===== src/rtl/spi_xfer_seq.sv =====
module spi_xfer_seq #(
  parameter int W         = 8,
  parameter int DLY_W     = 7,
  parameter int HLD_W     = 8,
  parameter int BAUD_W    = 8,
  parameter int STD_HOLD  = 17,
  parameter int HOLD_UNIT = 32
) (
  input  logic              clk,
  input  logic              rst_n,
  input  logic              start,
  input  logic              setup_sel,
  input  logic              hold_sel,
  input  logic [DLY_W-1:0]  setup_len,
  input  logic [HLD_W-1:0]  hold_len,
  input  logic [BAUD_W-1:0] baud,
  input  logic [W-1:0]      tx_data,
  input  logic              miso,
  output logic              cs_n,
  output logic              sck,
  output logic              mosi,
  output logic [W-1:0]      rx_data,
  output logic              busy,
  output logic              done
);
  localparam int HOLD_MAX = HOLD_UNIT << HLD_W;
  localparam int CNT_W    = $clog2(HOLD_MAX + 1);
  localparam int BIT_W    = $clog2(W);

  typedef enum logic [1:0] {IDLE, SETUP, SHIFT, HOLD} st_t;

  st_t               st;
  logic [BAUD_W-1:0] half_q;
  logic [CNT_W-1:0]  cnt, hold_q, setup_clks, hold_clks;
  logic [BIT_W-1:0]  bit_q;
  logic [W-1:0]      tx_sh, rx_sh;

  wire [BAUD_W-1:0] half_in = (baud < BAUD_W'(2)) ? BAUD_W'(2) : baud;

  always_comb begin
    if (!setup_sel)                   setup_clks = CNT_W'(half_in);
    else if (setup_len == '0)         setup_clks = CNT_W'(1 << DLY_W);
    else if (setup_len == DLY_W'(1))  setup_clks = CNT_W'(2);
    else                              setup_clks = CNT_W'(setup_len);
  end

  always_comb begin
    if (!hold_sel)             hold_clks = CNT_W'(STD_HOLD);
    else if (hold_len == '0)   hold_clks = CNT_W'(HOLD_MAX);
    else                       hold_clks = CNT_W'(hold_len) * CNT_W'(HOLD_UNIT);
  end

  assign mosi = tx_sh[W-1];
  assign busy = (st != IDLE);

  always_ff @(posedge clk or negedge rst_n) begin
    if (!rst_n) begin
      st      <= IDLE;
      cs_n    <= 1'b1;
      sck     <= 1'b0;
      done    <= 1'b0;
      cnt     <= '0;
      hold_q  <= '0;
      half_q  <= '0;
      bit_q   <= '0;
      tx_sh   <= '0;
      rx_sh   <= '0;
      rx_data <= '0;
    end else begin
      done <= 1'b0;
      case (st)
        IDLE: if (start) begin
          cs_n   <= 1'b0;
          tx_sh  <= tx_data;
          cnt    <= setup_clks - CNT_W'(1);
          hold_q <= hold_clks;
          half_q <= half_in;
          bit_q  <= '0;
          st     <= SETUP;
        end
        SETUP: if (cnt == '0) begin
          sck   <= 1'b1;
          rx_sh <= {rx_sh[W-2:0], miso};
          cnt   <= CNT_W'(half_q) - CNT_W'(1);
          st    <= SHIFT;
        end else begin
          cnt <= cnt - CNT_W'(1);
        end
        SHIFT: if (cnt != '0) begin
          cnt <= cnt - CNT_W'(1);
        end else begin
          cnt <= CNT_W'(half_q) - CNT_W'(1);
          if (!sck) begin
            sck   <= 1'b1;
            rx_sh <= {rx_sh[W-2:0], miso};
          end else begin
            sck <= 1'b0;
            if (bit_q == BIT_W'(W-1)) begin
              cs_n    <= 1'b1;
              rx_data <= rx_sh;
              cnt     <= hold_q - CNT_W'(1);
              st      <= HOLD;
            end else begin
              tx_sh <= tx_sh << 1;
              bit_q <= bit_q + BIT_W'(1);
            end
          end
        end
        HOLD: if (cnt == '0) begin
          done <= 1'b1;
          st   <= IDLE;
        end else begin
          cnt <= cnt - CNT_W'(1);
        end
        default: st <= IDLE;
      endcase
    end
  end
endmodule



===== config.mk =====
export PLATFORM = sky130hd
export DESIGN_NAME = spi_xfer_seq
export DESIGN_NICKNAME = d
export VERILOG_FILES = /design/src/rtl/spi_xfer_seq.sv
export SDC_FILE = /design/constraint.sdc
export NUM_CORES = 1
export LEC_CHECK = 0
export ABC_AREA = 0
export CORE_MARGIN = 2
export CORE_UTILIZATION = 55
export DETAILED_ROUTE_END_ITERATION = 16
export GPL_TIMING_DRIVEN = 0
export PLACE_DENSITY = 0.79
export SKIP_CTS_REPAIR_TIMING = 1
export SYNTH_ARGS = -nofsm -noshare
export SYNTH_HDL_FRONTEND = slang
export SYNTH_SLANG_ARGS = --single-unit

===== constraint.sdc =====
create_clock -name clk -period 2.7 [get_ports clk]
set_clock_uncertainty 0.1 [all_clocks]
set_input_delay 0.27 -clock clk [delete_from_list [all_inputs] [get_ports clk]]
set_output_delay 0.27 -clock clk [all_outputs]
set_load 0.01 [all_outputs]

== Word-level counts from Yosys, hierarchy flattened ==
Cells that the tools add are included.
Operators by class
  divide/modulo/power cells: 0
  add/subtract/negate cells: 5
  $mul: 0
  multiplexer cells: 45
  $lt $le $gt $ge: 1
  equality and inequality tests: 14
  reductions and logical operators: 16
  bitwise gates (word level): 1
  shift operators: 0
Operators by type and width (count)
  $mux 14: 9
  $mux 8: 9
  $pmux 14 s4: 1
  $sub 14x1->14 const B: 3
  $pmux 8 s2: 2
  $ne 2x2->1 const B: 9
  $logic_not 14->1: 1
  $reduce_bool 14->1: 1
  $mux 2: 6
  $mux 3: 4
  $reduce_and 5->1: 2
  $mux 1: 9
  $sub 8x1->9 const B: 1
  $logic_not 8->1: 1
  $lt 8x2->1 const B: 1
  $pmux 2 s4: 1
  $reduce_and 4->1: 2
  $eq 7x1->1 const B: 1
  $logic_not 7->1: 1
  $mux 7: 1
  $pmux 3 s2: 1
  $reduce_and 6->1: 1
  $reduce_bool 2->1: 3
  $eq 2x2->1 const B: 2
  other kinds (8): 10
Word-level totals
  bits of input ports: 37
  bits in latches: 0
  ROM bits: 0
  output and inout port bits: 13
  memory bits (writable): 0
  memories: 0
  word-level logic and storage cells: 93
  register bits: 68

== Longest topological paths before layout ==
  word-level depth: 7
  gate-level depth with buffers: 11
  gate-level depth less buffers: 10

== Worst setup path after synthesis ==
OpenSTA, ideal clock, no wires.
  path kind: input to register
  start point: input baud[6]
  end point: register cnt[6]
  arrival time: 2.115 ns
  path buffers: 0
  cell stages on the path: 10
  setup time: 0.131 ns
  path slack: 0.354 ns
  data required time: 2.469 ns
  path through: or3_4 or4_4 a22oi_4 inv_1 ha_1 o21ai_0 nor2_1 xnor2_1 o22ai_1 o21ai_0
On the way
  cells in the longest elaborated chain, start to end: 6
Ends and longest elaborated chain
  from (decl): line 16  | input logic [BAUD_W-1:0] baud,
  $lt 8x2->1: line 38  | wire [BAUD_W-1:0] half_in = (baud < BAUD_W'(2)) ? BAUD_W'(2) : baud;
  $mux 8 (*): line 38
  $mux 14 (*): line 41  | if (!setup_sel) setup_clks = CNT_W'(half_in);
  $sub 14x1->14 (*): line 75  | cnt <= setup_clks - CNT_W'(1);
  $mux 14 (*): line 72  | IDLE: if (start) begin
  $pmux 14 s4 (*): line 71  | case (st)
  to (signal assigned): line 75
  to (signal assigned): line 84  | cnt <= CNT_W'(half_q) - CNT_W'(1);
  to (signal assigned): line 87  | cnt <= cnt - CNT_W'(1);
  to (decl): line 34  | logic [CNT_W-1:0] cnt, hold_q, setup_clks, hold_clks;
Mark *: on every way between the ends. The rest lies on a longest branch, timed or not. The select of a mux whose other input is x is not followed.
A chain may end at the register's enable or synchronous reset.

== Worst setup path in the final report ==
  start point: input baud[3]
  end point: register cnt[10]
The elaborated chain is that of the path after synthesis.

==> metrics.txt <==
critical path class primary input to flip-flop; area added between synthesis and finish 21.6%; initial core utilization 56.9%; slowest stage cell, crit path or4_1; Max Cap Viol 0; Sequential Power Share 33.6%; # rows 30; Port Buffers 47; DR iter-0 viols 308; area of the multi-input gates 0.00213 mm²; Total Wirelength 9110 µm; PD cells 1010 mW/mm²; DR pass1 iterations 5; most common cell after layout, fill and taps aside dfrtp_1; Async S/R FF share, synth 100%; PnR worst setup slack 0.0590 ns; synth top area cells dfrtp_1, mux2_2, o21ai_0, nand2_1, nor2_1; clk_lat worst skew 0.35 ns; Yosys warnings 0; Leakage 0.00203 µW; max_slew headroom 46.5%; Synth Flop Type dfrtp_1; Crit path top cell by count o21ai_1; Synth top area share 40.5%; CTS H-tree lvls 3; global placement routability congestion 0.956; register area 0.00160 mm²; filler instances 581; worst hold path class primary input to flip-flop; Syn Inst Count 419; Synth Register Bits 64; measured slew at the worst slew-check pin 0.802 ns; Top Family by Delay on Critical Path compound AO/OA/AOI/OAI gates; Inserted Diodes 0; Root Buffer clkbuf_8; Internal Dissipation 2770 µW; Clk network pwr share 19.2%; CP max FO 5; Nets 527; crit path time final 2.64 ns; Switching Fraction 41.8%; Req. time, crit path 2.85 ns; sequential area share after synthesis 41.2%; setup TNS 0 ns; Fmax 0.379 GHz; Clock Pin Slew Worst Setup and Hold Paths 0.07 ns; Post-synth EDFFs 0; Max VDD drop 0.587 mV; final hold violation count 0; synthesized net count 467; Overflow after GRT 0; cells along the critical path clkdlybuf4s50_1 > or4_1 > o21ai_1 > o22ai_1 > inv_1 > ha_1 > o21ai_2 > nor3_1 > o21ai_1 > o21ai_0; die height 88.1 µm; Num CTS Buffers 9; Avg Cell Area, Syn 9.28 µm²; via count 3,350; leading area contributor after synthesis dfrtp_1; element type at the critical path end flip-flop; vias in the first global route 3,177; pre-CTS WS -0.496 ns; Final HPWL DP 6710 µm; die area 0.00776 mm²; Avg WL per Cell 15.7 µm; status completed; Die W 88.1 µm; final setup fails 0; CP bufs+invs 2; Placed Area 0.00448 mm²; Final Util 69.2%; antenna-violating nets left 0; largest net degree at the start of global routing 65; clk sink count 64; crit share post-route 97.8%; I/O pin cnt 50; RSZ-0062 raised after global routing no; via/cell ratio 5.78; Clock Tree Buf Depth 2; delay of the slowest critical-path stage 0.53 ns; most frequent cells in the layout dfrtp_1, nand2_1, nor2_1; first-pass GRT wire length 15,300 µm; antenna violations before repair 0; share of layout cells above drive strength 1 15.3%; CP arrival 2.79 ns; final instance area 0.00473 mm²; Mapped Area 0.00389 mm²; max-slew violations 0; Residual DRC 0; Critical Path Source Type primary input; net switching power 1990 µW; Comb power frac 47.2%; core footprint 0.00683 mm²; post-synth cell types 60; CTS tree yes; gr usage total 25.6%
## registers in the layout (all words and copies together), names as in the netlist
register / count
tx_sh: 8
st: 2
sck: 1
rx_data: 8
done: 1
rx_sh: 8
half_q: 8
hold_q: 10
cs_n: 1
bit_q: 3
cnt: 14
## power groups by stage
stage | logic [µW] | clock network (µW) | registers, µW
2_1_floorplan | 1660 | 0 | 1530
4_1_cts | 2210 | 928 | 1590
5_1_grt | 2480 | 970 | 1650
6_report | 2250 | 916 | 1600
3_3_place_gp | 2130 | 0 | 1590
3_5_place_dp | 2200 | 0 | 1610
## cell usage after synthesis, drive strengths merged (11+ instances only)
master  number
mux2        25
buf         11
xor2        11
nor2        49
mux2i       13
inv         13
dfrtp       63
ha          11
o22ai       11
o21ai       45
nand2       51
nor3        22
xnor2       14
## cell families after synthesis
logic type                 share of synthesized area [%]
and+or+nand+nor                                     21.2
AOI/OAI and AO/OA                                   13.6
DFF                                                 41.2
muxes                                               10.6
buffers and inverters                               4.18
xor gates and xnor gates                            5.63
adders and majority gates                           3.54
## area by class of cell
cell class	count	share of cell area (%)
Buffer	17	2.35
Multi-Input combinational cell	324	45.1
Sequential cell	64	33.9
Inverter	14	1.11
Clock inverter	7	2.04
Tap cell	96	2.54
Clock buffer	9	2.62
Timing Repair Buffer	49	10.4
## worst register-to-register path: stages (launching register included)
cell	delay (ns)
dfrtp_1	0.45
nor4_4	0.49
and4_1	0.26
buf_4	0.17
o21ba_1	0.16
buf_6	0.15
buf_8	0.15
nor2_2	0.04
a211oi_2	0.22
o22ai_1	0.11
## per-stage QoR
stage,std cells,total power [µW],hold slack (ns)
2_1_floorplan,419,3190,-0.126
3_3_place_gp,562,3720,0.364
3_5_place_dp,562,3800,0.306
4_1_cts,578,4730,-0.0749
5_1_grt,580,5110,0.200
6_report,580,4770,0.196
## per-layer routing
metal	global-route usage (%)	routed length, µm
met1	35.2	4010
met2	41.2	4480
met3	6.31	512
met4	5.92	103
met5	0	0
## worst paths after layout
path	start	endpoint	slack, ns	cells past startpoint
setup / recovery	baud[3]	cnt[10]	0.06	10
hold / removal	baud[6]	half_q[6]	0.20	2
setup reg to reg	cnt[6]	cnt[1]	0.25	9
hold reg to reg	tx_sh[0]	tx_sh[0]	0.39	2
max in group asynchronous	rst_n	tx_sh[3]	1.51	2
min in group asynchronous	rst_n	cnt[2]	0.44	2
No activity file was read; power rests on OpenSTA's default activity.
